<file path="src/rtl/pss_pkg.sv">
package pss_pkg;
  typedef enum logic [1:0] {
    ST_WAKE  = 2'd0,
    ST_RUN   = 2'd1,
    ST_SLEEP = 2'd2
  } seqState_t;

  // strobes from control to datapath
  typedef struct packed {
    logic wakeClr;  // zero the wake timer
    logic wakeRun;  // advance the wake timer
  } wakeCtl_t;
endpackage

</file>
<file path="src/rtl/pss_datapath.sv">
module pss_datapath
  import pss_pkg::*;
#(
  parameter int LONG_CYC    = 1000,
  parameter int WAKE_CYC    = 3000,
  parameter int SYNC_STAGES = 2
) (
  input  logic     clk,
  input  logic     rst_n,
  input  logic     runN,
  input  wakeCtl_t ctl,
  output logic     runSync,
  output logic     rise,
  output logic     sleepHit,
  output logic     wakeDone
);
  localparam int LW = $clog2(LONG_CYC + 1);
  localparam int WW = $clog2(WAKE_CYC + 1);
  localparam logic [LW-1:0] LOW_SAT  = LW'(LONG_CYC);
  localparam logic [LW-1:0] LOW_LAST = LW'(LONG_CYC - 1);
  localparam logic [WW-1:0] WAKE_END = WW'(WAKE_CYC);

  logic [SYNC_STAGES-1:0] syncQ;
  logic                   prevSync;
  logic [LW-1:0]          lowCnt;
  logic [WW-1:0]          wakeCnt;

  // synchronizer chain, idles high (line released)
  generate
    if (SYNC_STAGES == 1) begin : g_sync1
      always_ff @(posedge clk or negedge rst_n) begin
        if (!rst_n) syncQ <= '1;
        else        syncQ <= runN;
      end
    end else begin : g_syncN
      always_ff @(posedge clk or negedge rst_n) begin
        if (!rst_n) syncQ <= '1;
        else        syncQ <= {syncQ[SYNC_STAGES-2:0], runN};
      end
    end
  endgenerate

  assign runSync = syncQ[SYNC_STAGES-1];

  always_ff @(posedge clk or negedge rst_n) begin
    if (!rst_n) prevSync <= 1'b1;
    else        prevSync <= runSync;
  end

  assign rise = runSync & ~prevSync;

  // low-time counter, saturates so the sleep strobe fires once per pulse
  always_ff @(posedge clk or negedge rst_n) begin
    if (!rst_n)              lowCnt <= '0;
    else if (runSync)        lowCnt <= '0;
    else if (lowCnt != LOW_SAT) lowCnt <= lowCnt + 1'b1;
  end

  assign sleepHit = ~runSync & (lowCnt == LOW_LAST);

  // wake timer
  always_ff @(posedge clk or negedge rst_n) begin
    if (!rst_n)                                 wakeCnt <= '0;
    else if (ctl.wakeClr)                       wakeCnt <= '0;
    else if (ctl.wakeRun && wakeCnt != WAKE_END) wakeCnt <= wakeCnt + 1'b1;
  end

  assign wakeDone = (wakeCnt == WAKE_END);
endmodule

</file>
<file path="src/rtl/pss_ctrl.sv">
module pss_ctrl
  import pss_pkg::*;
(
  input  logic     clk,
  input  logic     rst_n,
  input  logic     runSync,
  input  logic     rise,
  input  logic     sleepHit,
  input  logic     wakeDone,
  input  logic     cpReady,
  output wakeCtl_t ctl,
  output logic     faultClr,
  output logic     sleepOut,
  output logic     gateEn
);
  seqState_t state, stateNxt;

  always_comb begin
    stateNxt = state;
    unique case (state)
      ST_SLEEP: if (rise) stateNxt = ST_WAKE;
      ST_WAKE: begin
        if (sleepHit)                 stateNxt = ST_SLEEP;
        else if (wakeDone && cpReady) stateNxt = ST_RUN;
      end
      ST_RUN:  if (sleepHit) stateNxt = ST_SLEEP;
      default: stateNxt = ST_SLEEP;
    endcase
  end

  always_ff @(posedge clk or negedge rst_n) begin
    if (!rst_n) state <= ST_WAKE;
    else        state <= stateNxt;
  end

  // clear on a short pulse's release or on sleep entry, never on wake
  always_ff @(posedge clk or negedge rst_n) begin
    if (!rst_n) faultClr <= 1'b0;
    else        faultClr <= (state != ST_SLEEP) && (rise || sleepHit);
  end

  assign ctl.wakeClr = (state == ST_SLEEP);
  assign ctl.wakeRun = (state == ST_WAKE);
  assign sleepOut    = (state == ST_SLEEP);
  assign gateEn      = (state == ST_RUN) && runSync;
endmodule

</file>
<file path="src/rtl/pulse_sleep_seq.sv">
module pulse_sleep_seq
  import pss_pkg::*;
#(
  parameter int LONG_CYC    = 1000,
  parameter int WAKE_CYC    = 3000,
  parameter int SYNC_STAGES = 2
) (
  input  logic clk,
  input  logic rst_n,
  input  logic runN,
  input  logic cpReady,
  output logic faultClr,
  output logic sleepOut,
  output logic gateEn
);
  wakeCtl_t ctl;
  logic     runSync, rise, sleepHit, wakeDone;

  pss_datapath #(
    .LONG_CYC(LONG_CYC), .WAKE_CYC(WAKE_CYC), .SYNC_STAGES(SYNC_STAGES)
  ) u_dp (
    .clk(clk), .rst_n(rst_n), .runN(runN), .ctl(ctl),
    .runSync(runSync), .rise(rise), .sleepHit(sleepHit), .wakeDone(wakeDone)
  );

  pss_ctrl u_ctrl (
    .clk(clk), .rst_n(rst_n), .runSync(runSync), .rise(rise),
    .sleepHit(sleepHit), .wakeDone(wakeDone), .cpReady(cpReady),
    .ctl(ctl), .faultClr(faultClr), .sleepOut(sleepOut), .gateEn(gateEn)
  );
endmodule

</file>
<file path="config.mk">
export PLATFORM = sky130hd
export DESIGN_NAME = pulse_sleep_seq
export DESIGN_NICKNAME = d
export VERILOG_FILES = /design/src/rtl/pss_pkg.sv /design/src/rtl/pss_datapath.sv /design/src/rtl/pss_ctrl.sv /design/src/rtl/pulse_sleep_seq.sv
export SDC_FILE = /design/constraint.sdc
export NUM_CORES = 1
export LEC_CHECK = 0
export ABC_AREA = 1
export BUFFER_PORTS_ARGS = -buffer_cell sky130_fd_sc_hd__buf_4
export CORE_ASPECT_RATIO = 1.25
export CORE_MARGIN = 2
export CORE_UTILIZATION = 51
export CTS_BUF_LIST = sky130_fd_sc_hd__clkbuf_4 sky130_fd_sc_hd__clkbuf_8
export DETAILED_ROUTE_END_ITERATION = 10
export GPL_TIMING_DRIVEN = 0
export PLACE_DENSITY = 0.82
export RECOVER_POWER = 100
export SETUP_SLACK_MARGIN = 0.3
export SLEW_MARGIN = 25
export SYNTH_ARGS = -nofsm -noshare
export SYNTH_HDL_FRONTEND = slang
export SYNTH_SLANG_ARGS = --single-unit
</file>
<file path="constraint.sdc">
create_clock -name clk -period 1.5 [get_ports clk]
set_clock_uncertainty 0.05 [all_clocks]
set_input_delay 0.075 -clock clk [delete_from_list [all_inputs] [get_ports clk]]
set_output_delay 0.075 -clock clk [all_outputs]
set_load 0.05 [all_outputs]
</file>
### Word level (Yosys, flattened, before mapping)

Cells that the tools add are included.

* RAM bits: 0
* memories kept: 0
* bits in registers: 28
* memory bits (read-only): 0
* latch bits: 0
* output and inout bits: 3
* word-level logic and storage cells: 40

* mux-type cells: 9
* $mul: 0
* eq/ne operators: 10
* reduce and logical (&&, ||, !) cells: 9
* add/subtract/negate cells: 2
* shifts and indexed selects: 0
* magnitude comparators: 0
* div/mod/pow operators: 0
* bitwise logic cells: 4

Operators with widths (number)
* 2-to-1 mux 12 bit: 2
* 2-to-1 mux 10 bit: 2
* adder 12 x 1 -> 12 bit (second input constant): 1
* equality test 12 bit (second input constant): 1
* inequality test 12 bit (second input constant): 1
* adder 10 x 1 -> 10 bit (second input constant): 1
* equality test 10 bit (second input constant): 1
* inequality test 10 bit (second input constant): 1
* 2-to-1 mux 2 bit: 4
* case mux 2 bit (3 select lines): 1
* logical AND 1 bit: 4
* inequality test 2 x 1 -> 1 bit (second input constant): 2
* nonzero test 2 bit: 2
* inequality test 3 x 1 -> 1 bit (second input constant): 1
* AND reduction 3 bit: 1
* AND 1 bit: 2
* equality test 2 x 1 -> 1 bit (second input constant): 1
* equality test 2 bit (second input constant): 1
* logical NOT 2 bit: 1
* inequality test 2 bit (second input constant): 1
* NOT 1 bit: 2
* logical OR 1 bit: 1

### Depth between registers and ports, before layout

Gate-level depths: netlist (run 1).

* word-level depth: 5
* depth in mapped cells: 9
* mapped depth without buffers: 9

### Hierarchy

A second synthesis (run 1) with hierarchy kept.

* cell total of the unflattened synthesis: 220
* area, all modules: 1604.0 um2

Modules (own cells, without submodules)
* pss_datapath: cells an instance 200, times used 1, area each 1441.4 um2, sequential area each 629.4 um2
* pss_ctrl: cells an instance 20, times used 1, area each 162.7 um2, sequential area each 75.1 um2

### Worst setup path after synthesis (run 1)

Ideal clock, no wire load.

* path kind: register to output
* from: register u_dp.syncQ[1]
* to: output port gateEn
* path buffers: 1
* path slack: -473 ps
* data required time: 1375 ps
* arrival time: 1848 ps
* stages on the path, launching flop included: 4
* cell sequence: dfstp_2 inv_1 clkbuf_1 nor3_1

* cells in the longest elaborated chain, start to end: 1

RTL lines
* from (decl): RTL line pss_datapath.sv:23 `logic [SYNC_STAGES-1:0] syncQ;`
* from (signal assigned): RTL line pss_datapath.sv:38 `else syncQ <= {syncQ[SYNC_STAGES-2:0], runN};`
* logical AND 1 bit: RTL line pss_ctrl.sv:45 `assign gateEn = (state == ST_RUN) && runSync;`
* to (decl): RTL line pulse_sleep_seq.sv:14 `output logic gateEn`

No other way between the ends.

### Worst setup path after layout (run 1)

* from: register u_dp.wakeCnt[0]
* to: register u_dp.wakeCnt[0]

* cells in the longest elaborated chain, start to end: 3
* elaborated cells between the ends (all ways): 6
* classes of those cells: 1 x add/sub; 1 x eq/ne; 2 x mux; 2 x reduce/logical

RTL lines
* from (decl): RTL line pss_datapath.sv:26 `logic [WW-1:0] wakeCnt;`
* from (signal assigned): RTL line pss_datapath.sv:65 `else if (ctl.wakeRun && wakeCnt != WAKE_END) wakeCnt <= wakeCnt + 1'b1;`
* adder 12 x 1 -> 12 bit or inequality test 12 bit (tied branches): RTL line pss_datapath.sv:65
* 2-to-1 mux 12 bit or logical AND 1 bit (tied branches): RTL line pss_datapath.sv:65
* 2-to-1 mux 12 bit or nonzero test 2 bit (tied branches)

Parallel ways exist; a longest one is shown, timed or not. The select of a mux whose other input is x is not followed.
A chain may end at the register's enable or synchronous reset.

==> results of run 1 <==
metrics by stage:
stage | setup TNS (ps) | std cells | setup slack [ps] | instance area (sq um) | util [%]
floorplan | 0 | 186 | 170 | 1570 | -
global placement | 0 | 228 | 37.0 | 1660 | 57.5
detailed placement | -2.50 | 228 | -2.50 | 1660 | 57.5
CTS | -4.72 | 257 | -4.72 | 2140 | 74.2
global route | -786 | 267 | -134 | 2380 | 82.3
finish | -21.9 | 267 | -19.6 | 2380 | 82.3
cell type report:
cell class	instances	area, sq um	area share [%]
multi-input combinational	129	1070	45.1
sequential	28	709	29.8
timing repair buffer	41	359	15.1
inverter	26	101	4.26
tap	36	45.0	1.89
buffer	3	37.5	1.58
clock inverter	1	30.0	1.26
clock buffer	3	22.5	0.947
what timing repair did:
action | in CTS | in global routing
gates cloned | 2 | 0
pin swaps | 19 | 25
setup buffers | 21 | 10
hold buffers | 2 | 0
gates resized for setup | 67 | 43
hold endpoints to repair | 29 | 0
setup endpoints to repair | 27 | 27
cells by family after synthesis:
family	synth area share, %
flops	46.1
buf+inv	7.69
fa+ha+maj	3.27
xor+xnor	3.44
compound gates	9.98
simple gates	29.5
synthesized netlist by cell type (all sizes together), types with 2 or more instances:
cell,number
ha,4
buf,2
xor2,4
nor3,4
a31oi,2
inv,26
dfrtp,25
nand4,2
xnor2,2
a21oi,5
nor2,22
o21ai,16
o22ai,2
nand2,39
dfstp,3
nand3,20
nand3b,2
critical path, cell delays in order (launching register included):
cell,delay (ps)
dfrtp_1,460
inv_2,80
ha_4,130
nand2_4,50
nor2_4,110
nand3_4,150
nand2_8,130
buf_6,130
nand3_2,60
o21ai_1,100
worst paths after layout:
check                      slack (ps)  depth (start not counted)         endpoint
min                               170                          5  u_ctrl.state[0]
max in group asynchronous         640                          2   u_dp.lowCnt[0]
max                               -20                          9  u_dp.wakeCnt[0]
min reg2reg                       320                          0    u_dp.syncQ[1]
max reg2reg                       -20                          9  u_dp.wakeCnt[0]
min in group asynchronous         260                          2  u_dp.wakeCnt[4]
power groups by stage:
stage | clock network (mW) | registers (mW) | logic [mW]
2_1_floorplan | 0 | 0.961 | 0.577
3_3_place_gp | 0 | 0.966 | 0.726
3_5_place_dp | 0 | 0.967 | 0.742
4_1_cts | 0.510 | 0.950 | 1.11
5_1_grt | 0.538 | 0.984 | 1.47
6_report | 0.501 | 0.973 | 1.38
layer usage:
layer	GRT usage, %	wire, um	vias up
li1	-	-	700
met1	25.4	1560	704
met2	45.6	2370	22
met3	3.18	79	13
met4	10.6	139	0
met5	0	0	-
sequential cells by signal (all words and copies together) (netlist names):
name / flops
u_dp.lowCnt: 10
u_dp.wakeCnt: 12
u_ctrl.state: 2
u_dp.prevSync: 1
u_ctrl.faultClr: 1
u_dp.syncQ: 2
==> results by group, run 1 <==
Clocking
  • Total clock sinks: 28
  • Clock Path Buffers: 2
  • Worst-skew pair later-pin latency: ~330 ps
  • CTS Root Cell: clkbuf_4
  • Clock slew at reported path FFs: 160 ps
  • CTS tree: built
  • Number of H-tree levels: 1
  • TritonCTS buffer count: 3

Synthesis
  • Share of the synthesized area in the top cell type: 40.9%
  • Cell taking the most area after synthesis: dfrtp_1
  • Post-Syn Area: 1530 sq um
  • Syn Area/Cell: between 8 and 9 sq um
  • Ranking of synthesized cells by area: dfrtp_1, nand2_1, inv_1
  • Cells after synthesis: around 190
  • Distinct cell type count after synthesis: 32
  • Main synth FF type: dfrtp_1
  • Synthesized Nets: slightly below 200
  • Post-synth EDFFs: 0
  • Seq/Total Area, Yosys: 46.1%
  • Yosys warning total: 0
  • Synth Register Bits: 28
  • Ys async rst share: 100%

Worst setup path
  • Req. time, crit path: 1710 ps
  • Setup crit start kind: flop
  • Critical path capture point type: flop
  • Worst EP arrival: 1730 ps
  • Worst Path Class, Setup: reg2reg
  • RR Startpoint: u_dp.wakeCnt[0]
  • Critical path launch point: u_dp.wakeCnt[0]
  • Crit Path Max Fanout: 5

Floorplanning
  • Cell row count: 22
  • Die area: around 3500 sq um
  • Initial core utilization: 52.9%
  • Die W: 53.0 um
  • CORE AREA: 2890 sq um
  • IO Count: 7
  • Chip height: 65.2 um

Power
  • Total Power: approximately 2.9 mW
  • Gate power share: 48.4%
  • Peak VDD IR: 0.745 mV
  • Psw: about 1.1 mW
  • P_int: 1.74 mW
  • Switch share: roughly two fifths
  • Power Dens Cells: 1200 nW/um^2
  • Pleak: 1.08 nW
  • Clk pwr share: 17.5%
  • Seq pwr share: between 30% and 40%

Timing
  • Min Tclk post-route: 1520 ps
  • Fin. Hold Viols: 0
  • Fmax: 658 MHz
  • Hold_ws: around 170 ps
  • # setup viols final: 2
  • Final worst-path cycle share: 101%
  • RSZ-0062 raised after global routing: true
  • Fin worst setup slack: -19.6 ps
  • Max-slew violations: 0
  • Slew HR: 51.8%
  • Slew @ Worst Pin: 722 ps

Cells and area
  • Nets: 240
  • Commonest non-fill, non-tap cell in the layout: nand2_1
  • Antenna diode count: 0
  • # fillers: ~160
  • Layout cells sized above 1: a little under three fifths
  • Commonest non-fill, non-tap cells in the layout: nand2_1, buf_4, dfrtp_1
  • Area Overhead vs Synth: 55.5%

Global routing
  • Initial antenna violation count: 0
  • Number of global-route vias before repair: approximately 1500
  • Largest net degree at the start of global routing: 29
  • Final global-route overflow total: 0
  • Global-route usage over all layers: 24.1%
  • First-pass GRT wire length: 6.20 mm

Placed design
  • Port Buffer Count: 6
  • Post-DP HPWL: 1.96 mm
  • Gpl congestion: 0.751

Drt
  • Final wirelength: approximately 4.1 mm
  • Post-route DRC: 0
  • 1st-pass router iterations: 4
  • 1st-iter DRT viols: 42
  • Drt wl/cell: 15.5 um
  • Via count: 1439
  • Vias per Instance: roughly 5.4
  • Post-route ant nets: 0

Status
  • Run status: finished, violations left
  • Failing checks: setup timing

Flow run
  • Max Cap Viol: 0

Worst hold path
  • HP Class: in2reg
  • Origin of the worst min-delay path: cpReady
No activity file was read; power rests on OpenSTA's default activity.
==> run 2: changes to the inputs <==
--- a/config.mk
+++ b/config.mk
@@ -16,6 +16,7 @@
 export PLACE_DENSITY = 0.82
 export RECOVER_POWER = 100
 export SETUP_SLACK_MARGIN = 0.3
+export SKIP_LAST_GASP = 1
 export SLEW_MARGIN = 25
 export SYNTH_ARGS = -nofsm -noshare
 export SYNTH_HDL_FRONTEND = slang
==> run 2 against run 1 <==
  * The flow now finishes without violations
  * Largest power group unchanged
  * Critical path depth fell by 5
  * Clock power increased by 2%
  * Final cell count shrank 0.75%
  * Final area fell by 3.4%
  * Routed wire length fell by 3.7%
  * Fmax rose by 1.3%
  * Highest routed layer unchanged
==> results by group, run 2 (synthesized netlist as in run 1, its figures left out) <==
Status
  • Run status: completed

Clocking
  • Clock slew at reported path FFs: 160 ps
  • CTS Root Cell: clkbuf_4
  • Worst-skew pair later-pin latency: 340 ps
  • Total clock sinks: 28
  • Number of H-tree levels: 1
  • TritonCTS buffer count: 3
  • CTS tree: built
  • Clock Path Buffers: 2

Worst setup path
  • RR Startpoint: u_dp.wakeCnt[2]
  • Worst EP arrival: around 1400 ps
  • Cell Chain, Critical Path: inv_2 > buf_8 > nor3_4 > buf_6
  • Req. time, crit path: 1370 ps
  • Worst-case reg-to-reg path depth: 9
  • Worst Path Class, Setup: reg2out
  • Worst reg2reg setup slack: 10 ps
  • Worst r2r dst: u_dp.wakeCnt[7]
  • Setup crit start kind: flop
  • Slowest CP cell: dfstp_2
  • Critical path capture point type: output pin
  • Max incr delay on CP: 570 ps
  • Top Family by Delay on Critical Path: flip-flops
  • Worst Path Buf+Inv: 3
  • Crit Path Max Fanout: 2

Global routing
  • Final global-route overflow total: 0
  • Global-route usage over all layers: 24.3%
  • Initial antenna violation count: 0
  • Largest net degree at the start of global routing: 29
  • Number of global-route vias before repair: 1460
  • First-pass GRT wire length: approximately 6.3 mm

Worst hold path
  • Origin of the worst min-delay path: cpReady
  • HP Class: in2reg
  • WHS Endpoint: u_ctrl.state[0]
  • Hold Crit Depth: 5

Cells and area
  • Biggest regs: u_dp.wakeCnt x12, u_dp.lowCnt x10
  • Nets: 238
  • Area Overhead vs Synth: 50.2%
  • Largest register FFs: 12
  • Antenna diode count: 0
  • Post-route cell area: 2300 sq um
  • Layout cells sized above 1: 50.2%
  • Commonest non-fill, non-tap cell in the layout: nand2_1
  • Final std cells w/o fill: between 200 and 300
  • # fillers: 170
  • Register with the most flip-flops: u_dp.wakeCnt
  • Commonest non-fill, non-tap cells in the layout: nand2_1, buf_4, dfrtp_1

Drt
  • Drt wl/cell: around 15 um
  • 1st-iter DRT viols: 33
  • Post-route ant nets: 0
  • 1st-pass router iterations: 4
  • Post-route DRC: 0
  • Vias per Instance: 5.35
  • Via count: 1418
  • Final wirelength: 3.99 mm

Timing
  • Fin. Hold Viols: 0
  • Slew HR: 51.4%
  • Min Tclk post-route: ~1500 ps
  • Fmax: 667 MHz
  • Fin worst setup slack: 0.205 ps
  • RSZ-0062 raised after global routing: true
  • Slew @ Worst Pin: 729 ps
  • Final worst-path cycle share: 100%
  • Max-slew violations: 0
  • # setup viols final: 0

Floorplanning
  • Cell row count: 22
  • CORE AREA: 2890 sq um
  • IO Count: 7
  • Die W: 53.0 um
  • Die area: 3450 sq um
  • Initial core utilization: between 50% and 60%
  • Chip height: between 60 and 70 um

Placed design
  • Place WS: -2.50 ps
  • Port Buffer Count: 6
  • Dpl cell area: about 1700 sq um
  • Placed cells: 228
  • Gpl congestion: around 0.75
  • Post-DP HPWL: 1.96 mm

Power
  • Clk pwr share: 18.1%
  • Seq pwr share: approximately 34%
  • Gate power share: a little under half
  • Peak VDD IR: 1.07 mV
  • Pleak: between 1 and 1.5 nW
  • Switch share: 38.7%
  • Power Dens Cells: 1230 nW/um^2
  • P_int: 1.74 mW
  • Psw: 1.10 mW

Flow run
  • Max Cap Viol: 0
[run 2: stage by stage]
step | utilization, % | power [mW] | setup TNS [ps] | hold WS, ps
5_1_grt | 79.5 | 2.99 | -941 | 160
2_1_floorplan | - | 1.54 | 0 | -271
3_3_place_gp | 57.5 | 1.69 | 0 | -41.0
6_report | 79.5 | 2.83 | 0 | 136
3_5_place_dp | 57.5 | 1.71 | -2.50 | -37.8
4_1_cts | 72.8 | 2.56 | -4.72 | 130
[run 2: tightest hold or removal path, delay by kind of cell]
kind / cells / cell delay, ps
buffers and inverters: 1 / 110
and+or+nand+nor: 4 / 330
[run 2: repair_timing]
item,4_1_cts,5_1_grt
gates cloned,2,0
hold buffers,2,0
endpoints found under the setup margin,27,27
pin swaps,17,11
endpoints found under the hold margin,29,0
gates resized for setup,55,35
setup buffers,21,8
[run 2: worst max-delay path by stage]
| stage | startpoint | end | cells past startpoint |
|---|---|---|---|
| finish | u_dp.syncQ[1] | gateEn | 4 |
| global route | u_dp.wakeCnt[0] | u_dp.wakeCnt[7] | 10 |
| CTS | u_dp.wakeCnt[0] | u_dp.wakeCnt[6] | 9 |
| detailed placement | u_dp.wakeCnt[0] | u_dp.wakeCnt[6] | 9 |
| global placement | u_dp.wakeCnt[0] | u_dp.wakeCnt[6] | 9 |
| floorplan | u_dp.wakeCnt[0] | u_dp.wakeCnt[5] | 8 |
[run 2: layout make-up]
| type | instances | area (sq um) | area share [%] |
|---|---|---|---|
| plain buffers | 3 | 37.5 | 1.63 |
| flip-flops and latches | 28 | 707 | 30.8 |
| clock inverters | 1 | 30.0 | 1.31 |
| repair buffers | 39 | 337 | 14.7 |
| multi-input cells | 129 | 1020 | 44.3 |
| well taps | 36 | 45.0 | 1.96 |
| clock buffers | 3 | 22.5 | 0.980 |
| inverters | 26 | 101 | 4.41 |
[run 2: power by group through the flow]
stage          registers, mW  clock network [mW]  logic (mW)
3_5_place_dp           0.967                   0       0.742
3_3_place_gp           0.966                   0       0.726
5_1_grt                0.986               0.555        1.45
4_1_cts                0.949               0.510        1.10
2_1_floorplan          0.961                   0       0.577
6_report               0.972               0.512        1.35
[run 2: per-layer routing]
metal  track usage, %  up-vias  part of all wire [%]
li1                 -      691                     -
met1             26.0      686                    38
met2             46.9       27                    57
met3             2.95       14                   2.6
met4             8.65        0                   2.7
met5                0        -                     0
==> run 3: changes to the inputs <==
--- a/config.mk
+++ b/config.mk
@@ -7,7 +7,6 @@
 export LEC_CHECK = 0
 export ABC_AREA = 1
 export BUFFER_PORTS_ARGS = -buffer_cell sky130_fd_sc_hd__buf_4
-export CORE_ASPECT_RATIO = 1.25
 export CORE_MARGIN = 2
 export CORE_UTILIZATION = 51
 export CTS_BUF_LIST = sky130_fd_sc_hd__clkbuf_4 sky130_fd_sc_hd__clkbuf_8
==> run 3 against run 2 <==
  * The flow now finishes with violations (setup timing)
  * Critical path depth rose by 6
  * Core utilization grew 6.0 points
  * Final area rose by 4.4%
  * Worst hold slack better by 64 ps
  * Critical path type is now reg2reg
  * Critical endpoint is now u_dp.wakeCnt[11]
  * Highest routed layer unchanged
==> results by group, run 3 (synthesized netlist as in run 1, its figures left out) <==
Cells and area
  • Largest register FFs: 12
  • Antenna diode count: 0
  • Biggest regs: u_dp.wakeCnt x12, u_dp.lowCnt x10
  • Commonest non-fill, non-tap cells in the layout: nand2_1, buf_4, inv_1, dfrtp_1, buf_6
  • Register with the most flip-flops: u_dp.wakeCnt
  • Layout cells sized above 1: 56.8%
  • Area Overhead vs Synth: 56.8%
  • Nets: 245
  • Post-route cell area: about 2400 sq um
  • Final core utilization: 85.5%
  • Final std cells w/o fill: 267

Worst setup path
  • Crit Path Max Fanout: 5
  • Worst Path Class, Setup: reg2reg
  • RR Startpoint: u_dp.wakeCnt[0]
  • Critical path capture point type: flop
  • Critical path launch point: u_dp.wakeCnt[0]
  • Worst EP arrival: around 1900 ps
  • Req. time, crit path: 1730 ps
  • Setup crit start kind: flop

Power
  • Peak VDD IR: 1.41 mV
  • Total Power: 2.91 mW
  • Pleak: 1.09 nW
  • Power Dens Cells: 1210 nW/um^2

Floorplanning
  • Die W: 58.8 um
  • Initial core utilization: 54.5%
  • CORE AREA: roughly 2800 sq um
  • Chip height: 58.8 um
  • IO Count: 7
  • Cell row count: 19
  • Die area: ~3500 sq um

Clocking
  • Number of H-tree levels: 1
  • TritonCTS buffer count: 3
  • CTS tree: built
  • Total clock sinks: 28
  • CTS Root Cell: clkbuf_4
  • Worst-skew pair later-pin latency: 360 ps
  • Clock slew at reported path FFs: approximately 160 ps
  • Clock Path Buffers: 2

Drt
  • Final wirelength: 5.72 mm
  • Drt wl/cell: ~21 um
  • 1st-iter DRT viols: 133
  • Via count: 1673
  • 1st-pass router iterations: 5
  • Vias per Instance: 6.27
  • Post-route ant nets: 0
  • Post-route DRC: 0

Global routing
  • Number of global-route vias before repair: roughly 1600
  • First-pass GRT wire length: 7.37 mm
  • Global-route usage over all layers: 29.1%
  • Initial antenna violation count: 0
  • Largest net degree at the start of global routing: 29
  • Final global-route overflow total: 0

Timing
  • Min Tclk post-route: 1640 ps
  • Max-slew violations: 0
  • Fin worst setup slack: -143 ps
  • Fin. Hold Viols: 0
  • Slew HR: 54.4%
  • RSZ-0062 raised after global routing: true
  • Slew @ Worst Pin: 684 ps
  • Fmax: ~610 MHz
  • Final worst-path cycle share: 110%
  • # setup viols final: 15

Placed design
  • Port Buffer Count: 6
  • Dpl cell area: ~1700 sq um
  • Gpl congestion: 0.879
  • Post-DP HPWL: 2.37 mm
  • Place WS: between 20 and 25 ps
  • Placed cells: 223

Worst hold path
  • HP Class: in2reg
  • Origin of the worst min-delay path: cpReady

Flow run
  • Max Cap Viol: 0

Status
  • Failing checks: setup timing
  • Run status: finished, violations left
-- run 3: changes by cell type in the layout (fill, tap and decap cells not counted), sizes merged --
cell and delta:
clkbuf +1, bufinv -1, buf +7
-- run 3: what timing repair did --
| item | in CTS | in global routing |
|---|---|---|
| hold buffers | 2 | 0 |
| pin swaps | 20 | 23 |
| hold endpoints to repair | 29 | 0 |
| endpoints found under the setup margin | 27 | 27 |
| resized for setup | 54 | 55 |
| setup buffers | 20 | 16 |
| gates cloned | 2 | 0 |
-- run 3: area by class of cell --
cell class                      count  area [sq um]
Buffer                              3          37.5
Clock buffer                        4          36.3
Fill cell                         121           408
Inverter                           26           101
Multi-Input combinational cell    129          1050
Sequential cell                    28           714
Tap cell                           31          38.8
Timing Repair Buffer               46           414
-- run 3: critical path, cell delays in order (launching register included) --
cell and delay (ps):
dfrtp_2 480, inv_2 90, ha_4 140, nand2_4 60, nor2_4 120, nand3_4 150, buf_4 180, nand3_1 100
nand2_1 60, nand2_1 80, inv_1 50
-- run 3: layer usage --
metal	up-vias	routed length (um)	track usage, %
li1	706	-	-
met1	813	2240	35.9
met2	120	2730	48.1
met3	34	483	5.93
met4	0	259	14.9
met5	-	0	0
-- run 3: worst paths after layout --
path	to	cells past startpoint	slack [ps]
max in group asynchronous	u_dp.lowCnt[2]	2	710
worst min-delay path	u_ctrl.state[1]	5	200
worst max-delay path	u_dp.wakeCnt[11]	10	-140
worst min register to register	u_dp.syncQ[1]	0	320
min in group asynchronous	u_dp.wakeCnt[6]	2	210
worst max register to register	u_dp.wakeCnt[11]	10	-140
-- run 3: stage by stage --
stage | setup TNS [ps] | hold slack (ps)
after floorplan | 0 | -271
after global placement | 0 | -38.7
after detailed placement | 0 | -34.1
after CTS | -40.6 | 142
after global routing | -1780 | 194
final | -1020 | 199
-- run 3: power by group --
part	leakage (nW)	total (mW)	switching [mW]	internal, mW
clock network	0.0210	0.400	0.250	0.150
registers	0.358	0.992	0.130	0.862
logic	0.712	1.52	0.860	0.656
total	1.09	2.91	1.24	1.67
